===== src/rtl/adcal_pkg.sv =====
package adcal_pkg;

   // Width of the merged word for a given stage count, code width and overlap.
   function automatic int word_width(input int n_stages, input int code_w, input int overlap);
      return (code_w - overlap) * (n_stages - 1) + code_w;
   endfunction

   // Register depth applied to a lane so that it meets the last stage.
   function automatic int lane_depth(input int n_stages, input int lane);
      return n_stages - 1 - lane;
   endfunction

endpackage


===== src/rtl/adcal_delay.sv =====
module adcal_delay #(
   parameter int W     = 2,
   parameter int DEPTH = 1
) (
   input  logic         clk,
   input  logic         rst_n,
   input  logic [W-1:0] d,
   output logic [W-1:0] q
);

   generate
      if (DEPTH == 0) begin : g_wire
         logic unused_clk_rst;
         assign unused_clk_rst = clk ^ rst_n;
         assign q = d;
      end else begin : g_regs
         logic [W-1:0] taps [DEPTH];
         always_ff @(posedge clk or negedge rst_n) begin
            if (!rst_n) begin
               for (int k = 0; k < DEPTH; k++) taps[k] <= '0;
            end else begin
               taps[0] <= d;
               for (int k = 1; k < DEPTH; k++) taps[k] <= taps[k-1];
            end
         end
         assign q = taps[DEPTH-1];
      end
   endgenerate

endmodule


===== src/rtl/adcal_merge.sv =====
module adcal_merge #(
   parameter int NUM_STAGES = 4,
   parameter int CODE_W     = 2,
   parameter int OVERLAP    = 1,
   parameter int OUT_W      = 5
) (
   input  logic [NUM_STAGES*CODE_W-1:0] codes,
   output logic [OUT_W-1:0]             word
);

   localparam int SHIFT = CODE_W - OVERLAP;

   generate
      if (OVERLAP == 0) begin : g_concat
         // No redundancy: stage 0 lands in the top field.
         for (genvar i = 0; i < NUM_STAGES; i++) begin : g_field
            assign word[(NUM_STAGES-1-i)*CODE_W +: CODE_W] = codes[i*CODE_W +: CODE_W];
         end
      end else begin : g_overlap
         localparam int SUM_W = OUT_W + 1;
         localparam logic [OUT_W-1:0] WORD_MAX = '1;
         logic [SUM_W-1:0] acc;
         // Horner form: each step shifts the running sum by the stage's
         // effective resolution and adds the next code.
         always_comb begin
            acc = '0;
            for (int i = 0; i < NUM_STAGES; i++) begin
               acc = (acc << SHIFT) + SUM_W'(codes[i*CODE_W +: CODE_W]);
            end
         end
         assign word = acc[SUM_W-1] ? WORD_MAX : acc[OUT_W-1:0];
      end
   endgenerate

endmodule


===== src/rtl/adc_stage_combiner.sv =====
module adc_stage_combiner
   import adcal_pkg::*;
#(
   parameter int NUM_STAGES = 4,
   parameter int CODE_W     = 2,
   parameter int OVERLAP    = 1,
   localparam int OUT_W     = word_width(NUM_STAGES, CODE_W, OVERLAP)
) (
   input  logic                         clk,
   input  logic                         rst_n,
   input  logic                         in_valid,
   input  logic [NUM_STAGES*CODE_W-1:0] stage_codes,
   output logic                         out_valid,
   output logic [OUT_W-1:0]             out_word
);

   localparam int BUS_W = NUM_STAGES * CODE_W;

   generate
      if (NUM_STAGES < 2) begin : g_bad_stages
         $error("adc_stage_combiner: NUM_STAGES must be at least 2");
      end
      if (CODE_W < 1) begin : g_bad_width
         $error("adc_stage_combiner: CODE_W must be at least 1");
      end
      if (OVERLAP < 0 || OVERLAP >= CODE_W) begin : g_bad_overlap
         $error("adc_stage_combiner: OVERLAP must lie in [0, CODE_W-1]");
      end
   endgenerate

   logic [BUS_W-1:0] aligned;
   logic             aligned_vld;
   logic [OUT_W-1:0] merged;

   // Lane i waits NUM_STAGES-1-i cycles so it meets the last stage's code.
   generate
      for (genvar i = 0; i < NUM_STAGES; i++) begin : g_lane
         adcal_delay #(
            .W     (CODE_W),
            .DEPTH (lane_depth(NUM_STAGES, i))
         ) u_dly (
            .clk   (clk),
            .rst_n (rst_n),
            .d     (stage_codes[i*CODE_W +: CODE_W]),
            .q     (aligned[i*CODE_W +: CODE_W])
         );
      end
   endgenerate

   adcal_delay #(
      .W     (1),
      .DEPTH (NUM_STAGES - 1)
   ) u_vld_dly (
      .clk   (clk),
      .rst_n (rst_n),
      .d     (in_valid),
      .q     (aligned_vld)
   );

   adcal_merge #(
      .NUM_STAGES (NUM_STAGES),
      .CODE_W     (CODE_W),
      .OVERLAP    (OVERLAP),
      .OUT_W      (OUT_W)
   ) u_merge (
      .codes (aligned),
      .word  (merged)
   );

   always_ff @(posedge clk or negedge rst_n) begin
      if (!rst_n) begin
         out_valid <= 1'b0;
         out_word  <= '0;
      end else begin
         out_valid <= aligned_vld;
         if (aligned_vld) out_word <= merged;
      end
   end

endmodule


===== config.mk =====
export PLATFORM = sky130hd
export DESIGN_NAME = adc_stage_combiner
export DESIGN_NICKNAME = d
export VERILOG_FILES = /design/src/rtl/adcal_pkg.sv /design/src/rtl/adcal_delay.sv /design/src/rtl/adcal_merge.sv /design/src/rtl/adc_stage_combiner.sv
export SDC_FILE = /design/constraint.sdc
export NUM_CORES = 1
export LEC_CHECK = 0
export BUFFER_PORTS_ARGS = -buffer_cell sky130_fd_sc_hd__buf_2
export CORE_MARGIN = 2
export CORE_UTILIZATION = 40
export CTS_CLUSTER_DIAMETER = 200
export DETAILED_ROUTE_END_ITERATION = 12
export PLACE_DENSITY = 0.74
export REMOVE_ABC_BUFFERS = 1
export SLEW_MARGIN = 20
export SYNTH_ARGS = -nofsm -noshare
export SYNTH_HDL_FRONTEND = slang
export SYNTH_SLANG_ARGS = --single-unit

===== constraint.sdc =====
create_clock -name clk -period 1.95 [get_ports clk]
set_clock_uncertainty 0.05 [all_clocks]
set_input_delay 0.195 -clock clk [delete_from_list [all_inputs] [get_ports clk]]
set_output_delay 0.195 -clock clk [all_outputs]
set_load 0.02 [all_outputs]

==> run_results.csv <==
group,metric,value,unit
outcome,outcome,"finished, final reports clean",
cells_and_area,area_growth,28.36,%
power_and_ir_drop,ir_drop,0.5799,mV
cells_and_area,antenna_cells,0,
clock_tree,cts_buffers,3,
sta,setup_viol,0,
clock_tree,clk_pin_slew,100,ps
clock_tree,cts_tree,"built",
yosys,yosysUniqueCellTypes,12,
sta,maxSlewViolCount,0,
critical_path,worstRegToRegCells,6,
power_and_ir_drop,leakagePower,0.4430,nW
critical_path,r2r_start,"g_lane[0].u_dly.q[0]$_DFF_PN0_",
yosys,syn_area,754.5,um^2
die,initial_core_util,43.23,%
cells_and_area,layout.cells.most_common,"dfrtp_1",
cells_and_area,layout.nets,92,
cells_and_area,mostFrequentLayoutCells,"21 x dfrtp_1, 16 x buf_2, 8 x dlygate4sd3_1",
clock_tree,cts_sinks,21,
global_routing,antenna_found_initial,0,
clock_tree,insertion_delay,290,ps
yosys,ys_seq_elements,21,
sta,max_freq,575.5,MHz
power_and_ir_drop,finalPower,0.8159,mW
critical_path,path_class,"reg2reg",
worst_hold_path,hold_class,"in2reg",
die,die_x,47.43,um
die,core,1745,um^2
global_routing,grt_pass1_vias,468,
critical_path,cp.required,2140,ps
detailed_routing,drcViolationCount,0,
yosys,seq_area_frac_synth,69.65,%
yosys,postSynthCellCount,47,
sta,fin_setup_tns,0,ps
placement,gp_congestion,0.8034,
detailed_routing,drt_iter0_markers,1,
die,dieArea,2250,um^2
critical_path,reg2reg_slack,210,ps
detailed_routing,drtPass1Iterations,3,
detailed_routing,wirelength,942,um
cells_and_area,final_cells,99,
global_routing,grt_overflow_total,0,
critical_path,crit_path_start_kind,"flip-flop",
critical_path,r2r_end,"out_word[1]$_DFFE_PN0P_",
clock_tree,cts-root-buf,"clkbuf_4",
sta,post-route-period-util,89.11,%
detailed_routing,drt.antenna.violating_nets,0,
sta,rsz0062_at_grt,"false",
worst_hold_path,holdPathStages,3,
critical_path,crit_arrival,1930,ps
worst_hold_path,min_to,"out_word[0]$_DFFE_PN0P_",
sta,fin_crit,1738,ps
clock_tree,postCtsSetupRepairBufs,0,
critical_path,cp-end-kind,"flip-flop",
critical_path,critPathMaxFanout,5,
die,ios,17,
job,cap_viol_max_count,0,
worst_hold_path,hp-start,"stage_codes[6]",
die,die_h,47.43,um
placement,place_area,862.1,um^2
die,rows,15,
detailed_routing,vias_per_cell,4.434,
clock_tree,cts_resized,0,
cells_and_area,fillerInstances,141,
placement,dp_slack,228.8,ps
clock_tree,clockBufferDepth,2,
clock_tree,htree_levels,1,
cells_and_area,fin_area,968.4,um^2
yosys,avgSynthCellArea,16.05,um^2
yosys,yosysWarningCount,0,
power_and_ir_drop,powerDensity,842.5,nW/um^2
sta,relSlewSlack,70.98,%
global_routing,grt_max_degree,22,
placement,dp.cells,87,
placement,io_buffers,16,
placement,dp_hpwl,666.7,um
global_routing,grt_util_all_layers,12.13,%
detailed_routing,dr_total_vias,439,
detailed_routing,wire_per_inst,9.515,um
sta,setup_ws,212.3,ps
global_routing,grt_pass1_wl,1773,um
cells_and_area,drive_gt1_share,31.08,%
sta,hold_viol_final,0,
sta,worstMarginPinSlew,435.3,ps
## kinds of logic after synthesis
kind of cell / count (synthesis) / synth area share (%)
flip-flops: 21 / 69.65
XOR/XNOR: 5 / 7.796
AND/OR/NAND/NOR: 9 / 6.137
buffers and inverters: 1 / 0.4970
AO/OA/AOI/OAI: 5 / 5.970
adder cells (fa/ha/maj): 6 / 9.950
## cell type report
| type | instances | area (um^2) | share of cell area [%] |
|---|---|---|---|
| Clock buffer | 4 | 26.28 | 2.713 |
| Sequential cell | 21 | 525.5 | 54.26 |
| Timing Repair Buffer | 24 | 160.2 | 16.54 |
| Multi-Input combinational cell | 25 | 225.2 | 23.26 |
| Tap cell | 25 | 31.28 | 3.230 |
## repair_timing
action / CTS / global route
hold buffers: 8 / 0
hold endpoints to repair: 28 / 0
setup endpoints to repair: 0 / 0
## cells in the mapped netlist (all sizes together)
library cell	count	area share [%]
dfrtp	21	70
nand2	3	1.5
nand3	2	1.3
nor2	1	0.83
buf	1	0.50
xor2	1	2.2
nand2b	3	2.5
xnor2	4	5.6
o22a	5	6.0
ha	6	9.9
## worst max-delay path by stage
stage | end | startpoint | cells past startpoint
2_1_floorplan | out_word[3]$_DFFE_PN0P_ | g_lane[0].u_dly.q[0]$_DFF_PN0_ | 6
3_3_place_gp | out_word[1]$_DFFE_PN0P_ | g_lane[0].u_dly.q[0]$_DFF_PN0_ | 6
3_5_place_dp | out_word[1]$_DFFE_PN0P_ | g_lane[0].u_dly.q[0]$_DFF_PN0_ | 6
4_1_cts | out_word[1]$_DFFE_PN0P_ | g_lane[0].u_dly.q[0]$_DFF_PN0_ | 6
5_1_grt | out_word[1]$_DFFE_PN0P_ | g_lane[0].u_dly.q[0]$_DFF_PN0_ | 6
6_report | out_word[1]$_DFFE_PN0P_ | g_lane[0].u_dly.q[0]$_DFF_PN0_ | 6
## power by group
part	total, mW	internal, mW	switching [mW]
Combinational	0.136	0.0666	0.0693
Sequential	0.485	0.469	0.0160
Clock	0.195	0.0796	0.116
Total	0.816	0.615	0.201
## per-stage QoR
| stage | util [%] | hold slack, ps |
|---|---|---|
| 3_5_place_dp | 49.39 | 114.9 |
| 5_1_grt | 55.48 | 158.3 |
| 2_1_floorplan | - | -150.6 |
| 4_1_cts | 55.48 | 131.1 |
| 6_report | 55.48 | 140.1 |
| 3_3_place_gp | 49.39 | 108.2 |
## flip-flops by register name (all words and copies together) (netlist names)
| register | cells |
|---|---|
| out_word | 5 |
| out_valid | 1 |
| u_vld_dly.g_regs.taps | 2 |
| g_lane.u_dly.g_regs.taps | 6 |
| u_vld_dly.q | 1 |
| g_lane.u_dly.q | 6 |
## critical path: stages, from the launching register on
cell and delay (ps):
dfrtp_1 380, ha_1 190, ha_1 290, xnor2_1 270, nor2_2 80, xnor2_2 240
o22a_1 190
## metal layers
layer,GRT usage (%),vias to the layer above,routed length [um]
met5,0,-,0
met4,8.333,0,26
met3,4.528,2,48
met2,18.11,16,415
met1,14.57,210,451
li1,-,211,-
No activity file was read; power rests on OpenSTA's default activity.
